===== config.mk =====
export PLATFORM = sky130hd
export DESIGN_NAME = sdram_cmd_seq
export DESIGN_NICKNAME = d
export VERILOG_FILES = /design/src/rtl/sdram_cmd_seq.sv
export SDC_FILE = /design/constraint.sdc
export NUM_CORES = 1
export LEC_CHECK = 0
export BUFFER_PORTS_ARGS = -buffer_cell sky130_fd_sc_hd__clkbuf_2
export CAP_MARGIN = 20
export CORE_MARGIN = 2
export CORE_UTILIZATION = 30
export CTS_CLUSTER_DIAMETER = 50
export DETAILED_ROUTE_END_ITERATION = 10
export HOLD_SLACK_MARGIN = 0.06
export PLACE_DENSITY = 0.54
export SLEW_MARGIN = 15
export SYNTH_ARGS = -nofsm -noshare
export SYNTH_HDL_FRONTEND = slang
export SYNTH_SLANG_ARGS = --single-unit

===== constraint.sdc =====
create_clock -name clk -period 2.55 [get_ports clk]
set_input_delay 0.6375 -clock clk [delete_from_list [all_inputs] [get_ports clk]]
set_output_delay 0.6375 -clock clk [all_outputs]
set_load 0.01 [all_outputs]

===== src/rtl/sdram_cmd_seq.sv =====
module sdram_cmd_seq #(
  parameter int DW      = 16,
  parameter int REFI_W  = 12,
  parameter int TRAS_W  = 4,
  parameter int TRP_W   = 3,
  parameter int TRCD_W  = 3,
  parameter int TWR_W   = 2,
  parameter int PU_REFS = 8
) (
  input  logic              clk,
  input  logic              rst_n,
  input  logic              cfg_cl3,
  input  logic [TRAS_W-1:0] cfg_tras,
  input  logic [TRP_W-1:0]  cfg_trp,
  input  logic [TRCD_W-1:0] cfg_trcd,
  input  logic [TWR_W-1:0]  cfg_twr,
  input  logic [REFI_W-1:0] cfg_refi,
  input  logic              pwr_arm,
  input  logic              sref_req,
  input  logic              err_clr,
  input  logic              req_valid,
  input  logic              req_write,
  output logic              req_ack,
  input  logic [DW-1:0]     dq_in,
  output logic [DW-1:0]     rd_data,
  output logic              rd_valid,
  output logic              cke,
  output logic              ras_n,
  output logic              cas_n,
  output logic              we_n,
  output logic              st_idle,
  output logic              st_sref,
  output logic              st_pwrup,
  output logic              st_err
);
  localparam int WT_W = ((TRAS_W > TRP_W) ? TRAS_W : TRP_W) + 2;
  localparam int PC_W = $clog2(PU_REFS + 1);
  localparam int SA_W = TRAS_W + 1;
  localparam logic [2:0] C_NOP = 3'b111, C_ACT = 3'b011, C_RD  = 3'b101,
                         C_WR  = 3'b100, C_PRE = 3'b010, C_REF = 3'b001,
                         C_MRS = 3'b000;

  typedef enum logic [2:0] {S_IDLE, S_PU_MRS, S_PU_REF, S_REF, S_SREF, S_RW, S_PRE} st_t;

  st_t              state;
  logic [WT_W-1:0]  wait_q;
  logic [TRAS_W-1:0] ras_cnt;
  logic [2:0]       cmd_q;
  logic             armed, pu_run, inited, ref_pend, sref_pend;
  logic [PC_W-1:0]  pu_cnt;
  logic [REFI_W-1:0] refi_cnt;
  logic [2:0]       rd_pipe;

  wire [TRAS_W-1:0] tras = (cfg_tras == '0) ? TRAS_W'(1) : cfg_tras;
  wire [TRP_W-1:0]  trp  = (cfg_trp  == '0) ? TRP_W'(1)  : cfg_trp;
  wire [TRCD_W-1:0] trcd = (cfg_trcd == '0) ? TRCD_W'(1) : cfg_trcd;
  wire [TWR_W-1:0]  twr  = (cfg_twr  == '0) ? TWR_W'(1)  : cfg_twr;

  wire [WT_W-1:0] ld_trp  = WT_W'(trp) - WT_W'(1);
  wire [WT_W-1:0] ld_rc   = WT_W'(tras) + WT_W'(trp) - WT_W'(1);
  wire            blocked = armed | pu_run;
  wire            cap     = cfg_cl3 ? rd_pipe[2] : rd_pipe[1];

  assign {ras_n, cas_n, we_n} = cmd_q;
  assign st_idle  = (state == S_IDLE) && (wait_q == '0);
  assign st_sref  = (state == S_SREF);
  assign st_pwrup = pu_run;

  always_ff @(posedge clk) begin
    if (!rst_n) begin
      state <= S_IDLE;  wait_q <= '0;  ras_cnt <= '0;  cmd_q <= C_NOP;
      cke <= 1'b1;  req_ack <= 1'b0;  armed <= 1'b1;  pu_run <= 1'b0;
      inited <= 1'b0;  pu_cnt <= '0;  ref_pend <= 1'b0;  sref_pend <= 1'b0;
      refi_cnt <= '0;  st_err <= 1'b0;  rd_pipe <= '0;  rd_valid <= 1'b0;
      rd_data <= '0;
    end else begin
      cmd_q   <= C_NOP;
      req_ack <= 1'b0;
      rd_pipe <= {rd_pipe[1:0], 1'b0};
      if (ras_cnt != '0) ras_cnt <= ras_cnt - 1'b1;
      if (wait_q != '0)  wait_q  <= wait_q - 1'b1;
      rd_valid <= cap;
      if (cap) rd_data <= dq_in;
      st_err <= (st_err & ~err_clr) | (sref_req & blocked);
      if (sref_req && !blocked) sref_pend <= 1'b1;

      if (wait_q == '0) begin
        case (state)
          S_IDLE: begin
            if (ref_pend) begin
              cmd_q <= C_PRE;  wait_q <= ld_trp;  state <= S_REF;
            end else if (armed && req_valid) begin
              cmd_q <= C_PRE;  wait_q <= ld_trp;  armed <= 1'b0;
              pu_run <= 1'b1;  state <= S_PU_MRS;
            end else if (sref_pend) begin
              cmd_q <= C_REF;  cke <= 1'b0;  sref_pend <= 1'b0;  state <= S_SREF;
            end else if (req_valid) begin
              cmd_q <= C_ACT;  ras_cnt <= tras - TRAS_W'(1);
              wait_q <= WT_W'(trcd) - WT_W'(1);  state <= S_RW;
            end
          end
          S_PU_MRS: begin
            cmd_q <= C_MRS;  wait_q <= ld_trp;  pu_cnt <= '0;  state <= S_PU_REF;
          end
          S_PU_REF: begin
            cmd_q  <= C_REF;  wait_q <= ld_rc;  pu_cnt <= pu_cnt + 1'b1;
            if (pu_cnt == PC_W'(PU_REFS - 1)) begin
              pu_run <= 1'b0;  inited <= 1'b1;  state <= S_IDLE;
            end
          end
          S_REF: begin
            cmd_q <= C_REF;  wait_q <= ld_rc;  ref_pend <= 1'b0;  state <= S_IDLE;
          end
          S_SREF: begin
            if (req_valid) begin
              cke <= 1'b1;  wait_q <= ld_trp;  state <= S_IDLE;
            end
          end
          S_RW: begin
            cmd_q   <= req_write ? C_WR : C_RD;
            req_ack <= 1'b1;
            wait_q  <= req_write ? WT_W'(twr) - WT_W'(1) : '0;
            if (!req_write) rd_pipe[0] <= 1'b1;
            state <= S_PRE;
          end
          S_PRE: begin
            if (ras_cnt == '0) begin
              cmd_q <= C_PRE;  wait_q <= ld_trp;  state <= S_IDLE;
            end
          end
          default: state <= S_IDLE;
        endcase
      end

      if (!inited || state == S_SREF || cfg_refi == '0) refi_cnt <= cfg_refi;
      else if (refi_cnt == '0) begin
        ref_pend <= 1'b1;  refi_cnt <= cfg_refi;
      end else refi_cnt <= refi_cnt - 1'b1;

      if (pwr_arm) armed <= 1'b1;
    end
  end

  logic [SA_W-1:0] since_act;
  always_ff @(posedge clk) begin
    if (!rst_n) since_act <= '1;
    else if (cmd_q == C_ACT) since_act <= SA_W'(1);
    else if (since_act != '1) since_act <= since_act + 1'b1;
  end

  p_rcd_gap_r4: assert property (@(posedge clk) disable iff (!rst_n)
    (cmd_q == C_RD || cmd_q == C_WR) |-> since_act == SA_W'(trcd));
  p_ack_cmd_r4: assert property (@(posedge clk) disable iff (!rst_n)
    req_ack |-> (cmd_q == C_RD || cmd_q == C_WR));
  p_ras_min_r5: assert property (@(posedge clk) disable iff (!rst_n)
    (cmd_q == C_PRE) |-> since_act >= SA_W'(tras));
  p_sref_cke_r9: assert property (@(posedge clk) disable iff (!rst_n)
    st_sref |-> !cke);
  p_sref_nop_r9: assert property (@(posedge clk) disable iff (!rst_n)
    (!cke && $past(!cke)) |-> cmd_q == C_NOP);
  p_pu_first_r3: assert property (@(posedge clk) disable iff (!rst_n)
    $rose(st_pwrup) |-> cmd_q == C_PRE);
  p_err_hold_r13: assert property (@(posedge clk) disable iff (!rst_n)
    (st_err && !err_clr) |=> st_err);
  p_cas_lat_r7: assert property (@(posedge clk) disable iff (!rst_n)
    rd_valid |-> (cfg_cl3 ? $past(cmd_q == C_RD, 3) : $past(cmd_q == C_RD, 2)));
endmodule


== Word level (Yosys, flattened, before mapping) ==
Index checks and enable logic that the tools add are counted.
Widths: inputs -> output; s select.
Storage, ports and cells
  register bits: 60
  input bits: 48
  output and inout bits: 26
  word-level logic and storage cells: 142
Operators by class
  $add $sub $neg: 10
  equality and inequality tests: 15
  mux-type cells: 61
  bitwise gates (word level): 7
  reduce and logical (&&, ||, !) cells: 31
Operators with widths (count)
  $mux 6: 9
  $mux 3: 14
  $pmux 6 s6: 1
  $mux 4: 8
  $logic_not 12->1: 2
  $mux 12: 2
  $mux 1: 21
  $pmux 3 s6: 1
  $pmux 3 s5: 1
  $ne 2x2->1 const B: 6
  $sub 12x1->12 const B: 1
  $reduce_and 5->1: 2
  $eq 3x3->1 const B: 3
  $logic_not 3->1: 3
  $logic_not 4->1: 2
  $pmux 4 s2: 1
  $sub 3x1->4 const B: 2
  $sub 4x1->4 const B: 2
  $eq 3x2->1 const B: 2
  $logic_not 6->1: 1
  $reduce_and 3->1: 2
  $reduce_and 6->1: 1
  $reduce_bool 2->1: 3
  $reduce_bool 6->1: 1
  other kinds (22): 33

== Longest topological paths before layout ==
Gate-level depths: netlist of run 1.
  depth after elaboration: 9
  gate-level depth with buffers: 10
  depth with buffers taken out: 10

== Worst setup path before layout of run 1 ==
OpenSTA, ideal clock, no wires.
  kind: in2reg
  start: in cfg_tras[3]
  end: reg wait_q[2]
  setup time: 0.122 ns
  arrival: 2.269 ns
  required time: 2.428 ns
  setup slack: 0.159 ns
  stages: 8
  path buffers: 0
  path through: inv_1 a31oi_1 ha_1 inv_1 ha_1 fa_1 a32o_1 o311a_1
On the way
  word-level cells in the longest chain between the ends: 6
Ends and longest elaborated chain
  start, declared: line 13  | input logic [TRAS_W-1:0] cfg_tras,
  $logic_not 4->1: line 54  | wire [TRAS_W-1:0] tras = (cfg_tras == '0) ? TRAS_W'(1) : cfg_tras;
  $mux 4: line 54
  $add 4x3->5: line 60  | wire [WT_W-1:0] ld_rc = WT_W'(tras) + WT_W'(trp) - WT_W'(1);
  $sub 5x1->6: line 60
  $pmux 6 s6: line 88  | case (state)
  $mux 6: line 87  | if (wait_q == '0) begin
  end signal, assigned: line 81  | if (wait_q != '0) wait_q <= wait_q - 1'b1;
  end signal, assigned: line 122  | wait_q <= req_write ? WT_W'(twr) - WT_W'(1) : '0;
  end, declared: line 46  | logic [WT_W-1:0] wait_q;
Every way passes these cells.
A chain may end at the register's enable or synchronous reset.

== Final worst setup path of run 1 ==
  start: reg wait_q[0]
  end: out st_idle
On the way
  word-level cells in the longest chain between the ends: 2
Ends and longest elaborated chain
  $logic_not 6->1: line 65  | assign st_idle = (state == S_IDLE) && (wait_q == '0);
  $logic_and 1x1->1: line 65
  end, declared: line 31  | output logic st_idle,
Every way passes these cells.

==> flow_summary_export.csv, run 1 <==
group,metric,value,unit
sta,min_period,2.44,ns
critical_path,critPathMaxStageDelay,0.42,ns
yosys,ys_seq_elements,60,
global_routing,grtUsageMet1,22.8,%
global_routing,grt_pass1_vias,3385,
yosys,synth_top_area_share,34.0,%
yosys,ys.warnings.count,0,
yosys,synth_cells,423,
placement,place_hpwl,7.29,mm
sta,hold_viol,0,
clock_network,hold_buffers,0,
pwr,leakagePower,1.76,nW
final_layout,fillCellCount,1181,
critical_path,critPathTopFamily,"simple AND/OR/NAND/NOR gates",
critical_path,required,1.91,ns
global_routing,grt_use_met2,25.4,%
clock_network,cts.sinks,60,
status,outcome,"complete, no violations",
floorplanning,core_area,11500,um^2
sta,skew,0.00557,ns
global_routing,grt_use_met3,3.13,%
clock_network,clkLatencyLatePin,0.32,ns
detailed_routing,drtIter0Drc,233,
floorplanning,fp-row-count,39,
final_layout,finalCoreUtilization,38.4,%
sta,final_max_slew_viol_count,0,
yosys,seq_area_frac_synth,34.0,%
floorplanning,dieArea,12700,um^2
detailed_routing,drt_wl_total,9.93,mm
placement,globalplace.congestion,0.885,
sta,tns,0,ns
final_layout,drive_above_1_share,24.4,%
clock_network,cts_root_buf,"clkbuf_16",
floorplanning,dieHeight,112,um
critical_path,crit_slowest_cell,"dfxtp_1",
critical_path,setup.worst_path.class,"register to output pin",
detailed_routing,vias_per_cell,5.25,
sta,timing.fmax,0.411,GHz
yosys,synth-edff-count,0,
global_routing,grt_pass1_wl,17.1,mm
clock_network,numCtsBuffers,9,
critical_path,crit_buf_inv,2,
critical_path,cp_data_arrival_time,1.80,ns
detailed_routing,post_drt_wl_per_cell,15.3,um
global_routing,grt_max_degree,25,
clock_network,cts-htree-levels,3,
yosys,synth_cell_types,70,
sta,tightest_slew,0.768,ns
yosys,ys.flop_type,"dfxtp_1",
critical_path,crit_fanout,10,
yosys,ys_top_cells_by_count,"dfxtp_1 (60), a21oi_1 (47), nand2_1 (43), inv_1 (26), a211oi_1 (18)",
floorplanning,io_pins,74,
yosys,syn_avg_cell_area,8.35,um^2
global_routing,track_usage,16.5,%
floorplanning,start_util,30.8,%
clock_network,cts_max_path_buffers,2,
clock_network,cts_tree,"done",
final_layout,synthToLayoutAreaGrowth,24.6,%
pwr,ir_drop,0.365,mV
sta,max_slew_margin,48.7,%
critical_path,setup.worst_path.end_class,"output pin",
yosys,async_flop_share,0,%
detailed_routing,dr.pass1.iters,4,
detailed_routing,antenna_left,0,
clock_network,cts.clk_slew.worst_paths,0.05,ns
yosys,synth_nets,487,
critical_path,worstPathCellList,"inv_1, ha_1, and2b_2, nand2_4, nor2_1, clkbuf_2",
run,timing.max_cap.violations,0,
global_routing,grt-ovfl-total,0,
sta,rsz0062_at_grt,"no",
final_layout,nets,566,
yosys,yosys-top-cells-area,"dfxtp_1 (34%), a21oi_1 (6.7%), ha_1 (5.3%)",
yosys,synth.most_common_cell,"dfxtp_1",
detailed_routing,vias,3399,
placement,io_buffers,73,
floorplanning,die_w,112,um
yosys,syn_area,3530,um^2
sta,min_period_over_period,95.5,%
final_layout,antenna_cells,0,
critical_path,cp-start-kind,"register",
global_routing,antenna_found_initial,0,
sta,setup_viol,0,
detailed_routing,drc,0,
pwr,powerDensity,961,nW/um^2
global_routing,grt-busiest-layer,"met2",
yosys,synth_top_area_cell,"dfxtp_1",
worst_hold_path,hold_class,"register to register",
[cell usage in the layout, fill, tap and decap left out, types with 4 or more instances in the layout]
cell type / instances
nand3b_1: 4
or3_1: 4
clkbuf_8: 4
clkbuf_2: 73
mux2i_1: 4
nor4_1: 11
nor2_1: 16
buf_4: 18
clkbuf_16: 9
xnor2_1: 12
nor3_1: 16
nor2b_1: 6
ha_1: 15
nand2_1: 43
a211oi_1: 18
dfxtp_1: 60
inv_1: 26
nand2b_1: 6
o21ai_0: 15
a21oi_1: 47
nand3_1: 12
[layout make-up]
cell class / count / area [um^2] / share of cell area (%)
Multi-Input combinational cell: 314 / 2110 / 48.0
Tap cell: 143 / 179 / 4.07
Clock inverter: 1 / 30.0 / 0.682
Sequential cell: 60 / 1200 / 27.3
Inverter: 26 / 97.6 / 2.22
Timing Repair Buffer: 91 / 500 / 11.4
Clock buffer: 13 / 280 / 6.37
[registers in the layout, indices dropped and copies added, names as in the netlist, 3 cells and up]
name,flops
ras_cnt,4
cmd_q,3
state,3
refi_cnt,12
rd_pipe,3
rd_data,16
pu_cnt,4
wait_q,6
[what timing repair did]
action	CTS	global route
resized for setup	0	2
endpoints found under the setup margin	0	1
setup buffers	0	0
[path summary, 6_finish.rpt]
check	from	end	slack (ns)	cells after the start
worst min-delay path	rd_pipe[0]	rd_pipe[1]	0.45	1
worst max-delay path	wait_q[0]	st_idle	0.11	6
worst min register to register	rd_pipe[0]	rd_pipe[1]	0.45	1
worst max register to register	ras_cnt[0]	state[0]	0.44	6
[metal layers]
layer	wire, um	up-vias
met5	0	-
met4	64	0
met3	541	2
met2	4430	94
met1	4890	1595
li1	-	1708
[power breakdown]
| group | switching (W) | internal [W] | total [W] |
|---|---|---|---|
| clock | 0.000406 | 0.000851 | 0.00126 |
| combinational | 0.000983 | 0.000714 | 0.00170 |
| sequential | 0.000204 | 0.00107 | 0.00127 |
| total | 0.00159 | 0.00263 | 0.00423 |
[stage by stage]
step | cells | instance area [um^2] | hold WS (ns) | power, W | worst slack [ns]
2_1_floorplan | 423 | 3530 | 0.412 | 0.00252 | 0.159
3_3_place_gp | 634 | 4080 | 0.420 | 0.00291 | 0.0435
3_5_place_dp | 634 | 4080 | 0.424 | 0.00293 | 0.0133
4_1_cts | 648 | 4390 | 0.445 | 0.00421 | 0.0189
5_1_grt | 648 | 4400 | 0.472 | 0.00452 | 0.0151
6_report | 648 | 4400 | 0.446 | 0.00423 | 0.114
[kinds of logic (layout without fill, tap and decap cells)]
group	count (synthesis)	in the layout	share of synthesized area, %
AO/OA/AOI/OAI	126	126	23.7
XOR/XNOR	15	15	3.72
buffers and inverters	49	131	6.34
AND/OR/NAND/NOR	152	152	24.8
multiplexers	5	5	1.45
adder cells (fa/ha/maj)	16	16	5.88
flip-flops	60	60	34.0
Note: power is estimated with default switching activity, not from simulation.
==> run 2: changes to the inputs <==
BUFFER_PORTS_ARGS = -buffer_cell sky130_fd_sc_hd__buf_2   (was -buffer_cell sky130_fd_sc_hd__clkbuf_2)
SETUP_SLACK_MARGIN = 0.15   (was unset)
==> run 2 against run 1 <==
  * Final area grew 0.48%
  * Utilization grew 0.19 points
  * Die area is the same
  * Routed wire length shrank 2.5%
  * Sequential power is essentially flat
  * Critical path depth is the same
  * Sequential share of layout area shrank 0.075 points
  * Cell count grew 0.15%
  * Global-route usage shrank 1.1 points
  * Worst hold slack lost 0.00098 ns
  * Combinational power is essentially flat
  * Critical endpoint unchanged
==> flow_summary_export.csv, run 2 (synthesized netlist as in run 1, its figures left out) <==
group,metric,value,unit
sta,skew,0.00994,ns
critical_path,r2r-start,"state[1]",
clock_network,clkLatencyLatePin,0.32,ns
detailed_routing,drc,0,
final_layout,finalCoreUtilization,38.6,%
sta,rsz0062_at_grt,"yes",
final_layout,fillCellCount,1197,
pwr,ir_drop,0.361,mV
critical_path,crit_buf_inv,2,
global_routing,grt_pass1_vias,3259,
pwr,leakagePower,1.76,nW
final_layout,synthToLayoutAreaGrowth,25.2,%
status,outcome,"complete, no violations",
sta,final_max_slew_viol_count,0,
critical_path,required,1.91,ns
sta,min_period_over_period,90.8,%
placement,placed_area,4090,um^2
placement,globalplace.congestion,0.892,
pwr,power,0.00423,W
detailed_routing,drtIter0Drc,186,
detailed_routing,dr.pass1.iters,5,
global_routing,antenna_found_initial,0,
floorplanning,io_pins,74,
final_layout,layout_common_cells,"buf_2 (73), dfxtp_1 (58), a21oi_1 (47)",
critical_path,setup.worst_path.class,"register to output pin",
sta,tightest_slew,0.610,ns
sta,setup_viol,0,
global_routing,grt_max_degree,28,
critical_path,critPathMaxStageDelay,0.34,ns
clock_network,numCtsBuffers,9,
final_layout,nets,566,
floorplanning,start_util,30.8,%
clock_network,cts.clk_slew.worst_paths,0.06,ns
detailed_routing,vias,3390,
global_routing,grt-ovfl-total,0,
critical_path,critPathLaunch,"wait_q[0]",
sta,hold_viol,0,
detailed_routing,vias_per_cell,5.22,
final_layout,final_common_cell,"buf_2",
final_layout,antenna_cells,0,
placement,io_buffers,73,
final_layout,regMostFlops,"rd_data",
critical_path,crit_slowest_cell,"dfxtp_2",
floorplanning,fp-row-count,39,
detailed_routing,drt_wl_total,9.68,mm
critical_path,critPathTopFamily,"simple AND/OR/NAND/NOR gates",
final_layout,drive_above_1_share,25.1,%
clock_network,cts_root_buf,"clkbuf_16",
floorplanning,core_area,11500,um^2
sta,hold_slack,0.445,ns
placement,place_hpwl,7.33,mm
final_layout,stdcell_area,4420,um^2
sta,min_period,2.32,ns
clock_network,cts-htree-levels,3,
final_layout,top_regs,"rd_data x16, refi_cnt x12, wait_q x6",
critical_path,cp-start-kind,"register",
detailed_routing,post_drt_wl_per_cell,14.9,um
pwr,powerDensity,957,nW/um^2
worst_hold_path,hold_class,"register to register",
sta,max_slew_margin,58.8,%
final_layout,largest_reg_flops,16,
clock_network,cts_max_path_buffers,2,
clock_network,cts_tree,"done",
global_routing,track_usage,15.4,%
global_routing,grt_pass1_wl,16.0,mm
floorplanning,die_w,112,um
detailed_routing,antenna_left,0,
floorplanning,dieHeight,112,um
clock_network,cts.sinks,60,
critical_path,cp_data_arrival_time,1.68,ns
critical_path,crit_fanout,10,
floorplanning,dieArea,12700,um^2
sta,tns,0,ns
clock_network,hold_buffers,0,
critical_path,setup.worst_path.end_class,"output pin",
run,timing.max_cap.violations,0,
sta,timing.fmax,0.432,GHz
critical_path,worstPathCellList,"inv_1, ha_1, and2b_2, nand2_4, nor2_1, buf_2",
worst_hold_path,holdCritStartpoint,"rd_pipe[0]",
## run 2: what timing repair did
action	in CTS	in global routing
setup buffers	0	1
gates resized for setup	4	1
cloned	0	0
endpoints found under the setup margin	1	2
## run 2: power breakdown
part	switching [W]	internal, W
Clock	0.000416	0.000830
Combinational	0.000970	0.000738
Sequential	0.000206	0.00107
Total	0.00159	0.00264
## run 2: worst paths after layout
path                 to  slack, ns  cells after the start
min reg2reg  rd_pipe[1]       0.44                      1
min          rd_pipe[1]       0.44                      1
max             st_idle       0.23                      6
max reg2reg   wait_q[1]       0.43                      5
## run 2: layer usage
metal  vias to the layer above  routed length, um  global-route usage, %  part of all wire, %
li1                       1720                  -                      -                    -
met1                      1578               4860                   21.7                   50
met2                        86               4240                   23.4                   44
met3                         6                489                   3.62                  5.1
met4                         0                 87                   4.55                 0.90
met5                         -                  0                      0                    0
## run 2: layout make-up
cell class	count	area (um^2)	share of cell area [%]
multi-input combinational	314	2120	47.9
sequential	60	1200	27.2
timing repair buffer	91	513	11.6
clock buffer	12	267	6.03
tap	143	179	4.05
inverter	26	97.6	2.21
clock inverter	3	45.0	1.02
## run 2: stage by stage
step / setup WS [ns] / instances
floorplan: 0.159 / 423
global placement: 0.0560 / 633
detailed placement: 0.0135 / 633
CTS: 0.194 / 648
global route: 0.134 / 649
finish: 0.235 / 649
